<file path="config.mk">
export PLATFORM = sky130hd
export DESIGN_NAME = sdram_refresh_seq
export DESIGN_NICKNAME = d
export VERILOG_FILES = /design/src/rtl/sdram_refresh_pkg.sv /design/src/rtl/refresh_interval_timer.sv /design/src/rtl/refresh_cmd_sequencer.sv /design/src/rtl/sdram_refresh_seq.sv
export SDC_FILE = /design/constraint.sdc
export NUM_CORES = 1
export LEC_CHECK = 0
export BUFFER_PORTS_ARGS = -buffer_cell sky130_fd_sc_hd__buf_4
export CAP_MARGIN = 10
export CORE_AREA = 2 2 44 46
export CTS_CLUSTER_DIAMETER = 60
export DETAILED_ROUTE_END_ITERATION = 10
export DIE_AREA = 0 0 46 48
export GPL_ROUTABILITY_DRIVEN = 0
export PLACE_DENSITY = 0.77
export SYNTH_ARGS = -nofsm -noshare
export SYNTH_HDL_FRONTEND = slang
export SYNTH_SLANG_ARGS = --single-unit
</file>
<file path="constraint.sdc">
create_clock -name clk -period 3 [get_ports clk]
set_input_delay 0.15 -clock clk [delete_from_list [all_inputs] [get_ports clk]]
set_output_delay 0.15 -clock clk [all_outputs]
set_load 0.005 [all_outputs]
</file>
<file path="src/rtl/sdram_refresh_pkg.sv">
package sdram_refresh_pkg;

   // strobe code ordered {ras_n, cas_n, we_n}
   typedef enum logic [2:0] {
      CMD_AREF = 3'b001,
      CMD_PALL = 3'b010,
      CMD_IDLE = 3'b111
   } sdram_cmd_e;

   typedef enum logic [2:0] {
      ST_IDLE,
      ST_ASK,
      ST_PALL,
      ST_TRP,
      ST_AREF,
      ST_TRFC,
      ST_YIELD
   } rfsh_state_e;

   localparam int ALL_BANK_BIT = 10;

endpackage

</file>
<file path="src/rtl/refresh_interval_timer.sv">
module refresh_interval_timer #(
   parameter int PERIOD = 100
) (
   input  logic clk,
   input  logic rst,
   output logic tick_o
);
   localparam int CW = (PERIOD > 2) ? $clog2(PERIOD) : 1;
   localparam logic [CW-1:0] RELOAD = CW'(PERIOD - 1);

   generate
      if (PERIOD < 2) begin : g_bad_period
         $error("refresh_interval_timer: PERIOD must be at least 2");
      end
   endgenerate

   logic [CW-1:0] cnt;

   always_ff @(posedge clk) begin
      if (rst)             cnt <= RELOAD;
      else if (cnt == '0)  cnt <= RELOAD;
      else                 cnt <= cnt - 1'b1;
   end

   assign tick_o = (cnt == '0);

   // expiries are isolated single-cycle pulses
   p_tick_single_r2: assert property (@(posedge clk) disable iff (rst)
      tick_o |=> !tick_o)
      else $error("tick lasted more than one cycle");

endmodule

</file>
<file path="src/rtl/refresh_cmd_sequencer.sv">
module refresh_cmd_sequencer
   import sdram_refresh_pkg::*;
#(
   parameter int T_RP  = 3,
   parameter int T_RFC = 5
) (
   input  logic       clk,
   input  logic       rst,
   input  logic       tick_i,
   input  logic       ack_i,
   output logic       req_o,
   output sdram_cmd_e cmd_o
);
   localparam int WMAX = (T_RP > T_RFC) ? T_RP : T_RFC;
   localparam int WW   = (WMAX > 1) ? $clog2(WMAX + 1) : 1;

   generate
      if (T_RP < 1) begin : g_bad_trp
         $error("refresh_cmd_sequencer: T_RP must be at least 1");
      end
      if (T_RFC < 1) begin : g_bad_trfc
         $error("refresh_cmd_sequencer: T_RFC must be at least 1");
      end
   endgenerate

   rfsh_state_e   state;
   logic          owed;
   logic [WW-1:0] wcnt;

   always_ff @(posedge clk) begin
      if (rst) begin
         state <= ST_IDLE;
         owed  <= 1'b0;
         wcnt  <= '0;
      end else begin
         if (tick_i)                          owed <= 1'b1;
         else if (state == ST_IDLE && owed)   owed <= 1'b0;

         case (state)
            ST_IDLE:  if (owed) state <= ST_ASK;
            ST_ASK:   if (ack_i) state <= ST_PALL;
            ST_PALL: begin
               state <= ST_TRP;
               wcnt  <= WW'(T_RP - 1);
            end
            ST_TRP: begin
               if (wcnt == '0) state <= ST_AREF;
               else            wcnt  <= wcnt - 1'b1;
            end
            ST_AREF: begin
               state <= ST_TRFC;
               wcnt  <= WW'(T_RFC - 1);
            end
            ST_TRFC: begin
               if (wcnt == '0) state <= ST_YIELD;
               else            wcnt  <= wcnt - 1'b1;
            end
            ST_YIELD: if (!ack_i) state <= ST_IDLE;
            default:  state <= ST_IDLE;
         endcase
      end
   end

   always_comb begin
      req_o = (state == ST_ASK)  || (state == ST_PALL) || (state == ST_TRP) ||
              (state == ST_AREF) || (state == ST_TRFC);
      case (state)
         ST_PALL: cmd_o = CMD_PALL;
         ST_AREF: cmd_o = CMD_AREF;
         default: cmd_o = CMD_IDLE;
      endcase
   end

   // a sequence starts only when a refresh is owed
   p_start_needs_owed_r9: assert property (@(posedge clk) disable iff (rst)
      (state == ST_IDLE && !owed && !tick_i) |=> (state == ST_IDLE))
      else $error("sequence started with nothing owed");

   // the sequencer yields only after the grant is gone
   p_yield_waits_ack_r8: assert property (@(posedge clk) disable iff (rst)
      (state == ST_YIELD && ack_i) |=> (state == ST_YIELD))
      else $error("left yield while grant still high");

endmodule

</file>
<file path="src/rtl/sdram_refresh_seq.sv">
module sdram_refresh_seq
   import sdram_refresh_pkg::*;
#(
   parameter int ADDR_W = 13,
   parameter int BANK_W = 2,
   parameter int T_RP   = 3,
   parameter int T_REFI = 100,
   parameter int T_RFC  = 5
) (
   input  logic              clk,
   input  logic              rst,
   output logic              req_o,
   input  logic              ack_i,
   output logic              ras_n_o,
   output logic              cas_n_o,
   output logic              we_n_o,
   output logic [BANK_W-1:0] ba_o,
   output logic [ADDR_W-1:0] addr_o
);
   localparam int WMAX = (T_RP > T_RFC) ? T_RP : T_RFC;
   localparam int GW   = $clog2(WMAX + 2) + 1;
   localparam logic [GW-1:0] GAP_TOP = '1;

   generate
      if (ADDR_W <= ALL_BANK_BIT) begin : g_bad_addr
         $error("sdram_refresh_seq: ADDR_W must exceed the all-bank bit index");
      end
      if (BANK_W < 1) begin : g_bad_bank
         $error("sdram_refresh_seq: BANK_W must be at least 1");
      end
      if (T_REFI <= T_RP + T_RFC + 4) begin : g_bad_refi
         $error("sdram_refresh_seq: T_REFI too short for one refresh sequence");
      end
   endgenerate

   logic       tick;
   sdram_cmd_e cmd;

   refresh_interval_timer #(.PERIOD(T_REFI)) u_timer (
      .clk    (clk),
      .rst    (rst),
      .tick_o (tick)
   );

   refresh_cmd_sequencer #(.T_RP(T_RP), .T_RFC(T_RFC)) u_seq (
      .clk    (clk),
      .rst    (rst),
      .tick_i (tick),
      .ack_i  (ack_i),
      .req_o  (req_o),
      .cmd_o  (cmd)
   );

   assign {ras_n_o, cas_n_o, we_n_o} = cmd;
   assign ba_o = '0;

   always_comb begin
      addr_o = '0;
      addr_o[ALL_BANK_BIT] = (cmd == CMD_PALL);
   end

   // ---------------- checker state: idle gap since the last command --------
   logic [GW-1:0] gap;
   logic [2:0]    last_code;

   always_ff @(posedge clk) begin
      if (rst) begin
         gap       <= '0;
         last_code <= 3'b111;
      end else if ({ras_n_o, cas_n_o, we_n_o} != 3'b111) begin
         gap       <= '0;
         last_code <= {ras_n_o, cas_n_o, we_n_o};
      end else if (gap != GAP_TOP) begin
         gap <= gap + 1'b1;
      end
   end

   p_no_cmd_ungranted_r3: assert property (@(posedge clk) disable iff (rst)
      ({ras_n_o, cas_n_o, we_n_o} != 3'b111) |-> ack_i)
      else $error("command driven without grant");

   p_req_held_r3: assert property (@(posedge clk) disable iff (rst)
      (req_o && !ack_i) |=> req_o)
      else $error("request dropped before grant");

   p_legal_code_r7: assert property (@(posedge clk) disable iff (rst)
      ({ras_n_o, cas_n_o, we_n_o} == 3'b111) ||
      ({ras_n_o, cas_n_o, we_n_o} == 3'b010) ||
      ({ras_n_o, cas_n_o, we_n_o} == 3'b001))
      else $error("illegal command code");

   p_aref_spacing_r5: assert property (@(posedge clk) disable iff (rst)
      ({ras_n_o, cas_n_o, we_n_o} == 3'b001) |->
         (last_code == 3'b010 && gap == GW'(T_RP)))
      else $error("auto-refresh not T_RP idle cycles after precharge");

   p_release_spacing_r6: assert property (@(posedge clk) disable iff (rst)
      $fell(req_o) |-> (last_code == 3'b001 && gap == GW'(T_RFC)))
      else $error("request released at the wrong time");

   p_hold_low_r8: assert property (@(posedge clk) disable iff (rst)
      (!req_o && ack_i) |=> !req_o)
      else $error("request raised while grant still high");

   p_addr_clean_r10: assert property (@(posedge clk) disable iff (rst)
      (ba_o == '0) && ((addr_o & ~(ADDR_W'(1) << ALL_BANK_BIT)) == '0))
      else $error("stray address bits");

endmodule

</file>
==> results.ini <==
[power]
p_sw_share_pct = 22.6
combPwrFrac_pct = 7.6
powerDensity_mw_per_mm2 = 391
seqPwrFrac_pct = 55.3
p_leak_uw = 0.000368
vdd.ir_drop.worst_mv = 0.320
p_clk_share_pct = 37.1
p_sw_uw = 80.5
p_int_uw = 276

[global_routing]
overflow = 0
grt_first_pass_wirelength_um = 2180
grt_antenna_before_repair = 0
grt_max_degree = 17
grt_pass1_vias = 567
grt_usage_pct = 14.0

[floorplan]
io_pins = 22
die_x_um = 46
rows = 15
chipHeight_um = 48
die_area_sq_mm = 0.00221
coreArea_sq_mm = 0.00169
initial_core_util_pct = 53.3

[yosys]
yosys_warnings = 0
ys_ff_latch = 14
muxShareOfSynthArea_pct = 2.22
synthXorXnorAreaFrac_pct = 4.86
synth_simple_gate_area_share_pct = 22.4
netlist_area_sq_um = 901
syn_avg_cell_area_sq_um = 7.90
synthCells = 114
synth_area_leaders = dfxtp_1 (31%), buf_4 (12%), a21oi_1 (6.1%)
ys_seq_area_share_pct = 31.1
synth_top_family_by_area = simple AND/OR/NAND/NOR gates
ys_types = 30
synth_largest_area_cell = dfxtp_1
synth.top_cell.area_share_pct = 31.1
synth_compound_area_share_pct = 13.3
synthAdderAreaFrac_pct = 5.56

[place]
dp_hpwl_um = 1020
port_buffers = 7
preCtsSetupSlack_ns = 1.55

[cts]
cts-root-buf = clkbuf_4
clockBufferDepth = 2
cts_tree = done
numCtsBuffers = 3
holdBufCountCts = 0
h-tree-depth = 1
postCtsSetupRepairBufs = 0
clock_sinks = 14
clkLatencyLatePin_ns = 0.27
cts.clk_slew.worst_paths_ns = 0.08
postCtsResizedCells = 0

[drt]
ant_nets = 0
wirelength_um = 1310
viasPerCell = 4.85
vias = 655
wl_per_cell_um = 9.68
drt_iter0_drc = 8
drc_errors = 0
dr.pass1.iters = 4

[timing]
hold_viol_final = 0
skew_ns = 0.00247
relSlewSlack_pct = 66.3
finalCritPeriodShare_pct = 55.1
grt_setup_unrepaired = false
post-route-min-period_ns = 1.65
fin_tns_setup_ns = 0
fmax_ghz = 0.605
setup_ws_ns = 1.35
worst_pin_slew_ns = 0.505
finalSetupViolations = 0
drv_slew = 0

[final_layout]
final_nets = 126
fillCellCount = 167
syn2layout_area_growth_pct = 1.25
drive_gt1_share_pct = 11.0
diodes = 0

[status]
status = completed

[critical_path]
cpMaxStageDelayCell = dfxtp_1
critPathBufInv = 1
path_cells = nor3b_1 > nor2_1 > buf_4
cp_data_required_time_ns = 2.85
critical_path.endpoint_type = primary output
cp_num_cells = 3
cp.arrival_ns = 1.50
critPathTopFamily = flip-flops
path_class = reg2out
cp_max_fo = 15
cp-start-kind = flip-flop
r2r_cells = 6
slowest_delay_ns = 0.58

[flow_run]
maxCapViolations = 0

[worst_hold_path]
hp-class = in2reg
hold_path_depth = 2

==> Yosys cell counts (all sizes together) <==
cell type and count:
nor3 4, a21oi 11, buf 20, nand3b 1
xor2 2, o31ai 1, nand2b 5, nand4b 1
ha 4, nand3 1, nor2b 2, o21ai 4
conb 1, a221oi 1, inv 9, nor3b 1
o21a 1, a2111oi 1, and2 1, mux2i 2
or3b 1, o22ai 1, xnor2 3, nand2 8
nor2 12, nor4 2, dfxtp 14
==> power groups by stage <==
| stage | combinational [uW] | sequential [uW] | clock [uW] |
|---|---|---|---|
| after floorplan | 35.4 | 200 | 0 |
| after global placement | 26.3 | 201 | 0 |
| after detailed placement | 27.4 | 202 | 0 |
| after CTS | 27.4 | 197 | 138 |
| after global routing | 32.5 | 198 | 143 |
| final | 27.2 | 197 | 132 |
==> worst paths after layout <==
kind                   from              to  slack (ns)
max          u_seq.state[2]         ras_n_o        1.35
min                     rst      u_seq.owed        0.12
max reg2reg   u_seq.wcnt[0]  u_seq.state[0]        1.54
min reg2reg  u_timer.cnt[0]  u_timer.cnt[0]        0.41
==> through the flow <==
stage	hold WS [ns]	instance area [sq um]	total power, uW	std cells	util (%)
6_report	0.119	912	357	135	54.0
5_1_grt	0.115	912	374	135	54.0
4_1_cts	0.108	912	363	135	54.0
3_5_place_dp	0.391	876	229	131	51.9
2_1_floorplan	0.372	950	236	127	-
3_3_place_gp	0.389	876	228	131	51.9
==> cells in the final DEF, fill, tap and decap left out <==
| cell | instances |
|---|---|
| conb_1 | 14 |
| dfxtp_1 | 14 |
| nor2_1 | 12 |
| a21oi_1 | 11 |
| inv_1 | 9 |
| nand2_1 | 8 |
| buf_4 | 7 |
| nand2b_1 | 5 |
| nor3_1 | 4 |
| o21ai_0 | 4 |
| ha_1 | 4 |
| xnor2_1 | 3 |
| clkbuf_4 | 3 |
| nor2b_1 | 2 |
| mux2i_1 | 2 |
| xor2_1 | 2 |
| nor3b_1 | 1 |
| nor4_2 | 1 |
| nand3b_1 | 1 |
| and2_1 | 1 |
| or3b_1 | 1 |
| o22ai_1 | 1 |
| a221oi_1 | 1 |
| nand4b_1 | 1 |
| o21a_1 | 1 |
| nand3_1 | 1 |
| o31ai_1 | 1 |
| nor4_1 | 1 |
| a2111oi_2 | 1 |
| clkbuf_8 | 1 |
==> worst reg2reg max path, stage by stage, from the launching register on <==
cell       delay, ns
dfxtp_1         0.37
inv_1           0.07
ha_1            0.20
nor2b_1         0.20
nand2_1         0.09
o31ai_1         0.08
a2111oi_2       0.35
==> cell families after synthesis <==
| kind of cell | Yosys count |
|---|---|
| buffers and inverters | 29 |
| other | 1 |
| DFF | 14 |
| muxes | 2 |
| xor gates and xnor gates | 5 |
| adders and majority gates | 4 |
| and+or+nand+nor | 39 |
| AOI/OAI and AO/OA | 20 |
==> routing by layer <==
layer / track usage, % / part of all wire (%)
met3: 2.26 / 3.1
met1: 16.0 / 45
met2: 24.4 / 51
met5: 0 / 0
met4: 8.57 / 0.69
==> state kept, by name, indices dropped and copies added (netlist names) <==
signal       flops
u_timer.cnt      7
u_seq.wcnt       3
u_seq.owed       1
u_seq.state      3
==> cell type report <==
class	count	area, sq um	share of cell area (%)
clock buffers	4	36.3	3.98
flip-flops and latches	14	280	30.7
multi-input cells	84	488	53.5
repair buffers	7	52.6	5.76
inverters	9	33.8	3.70
well taps	17	21.3	2.33
Note: power is estimated with default switching activity, not from simulation.
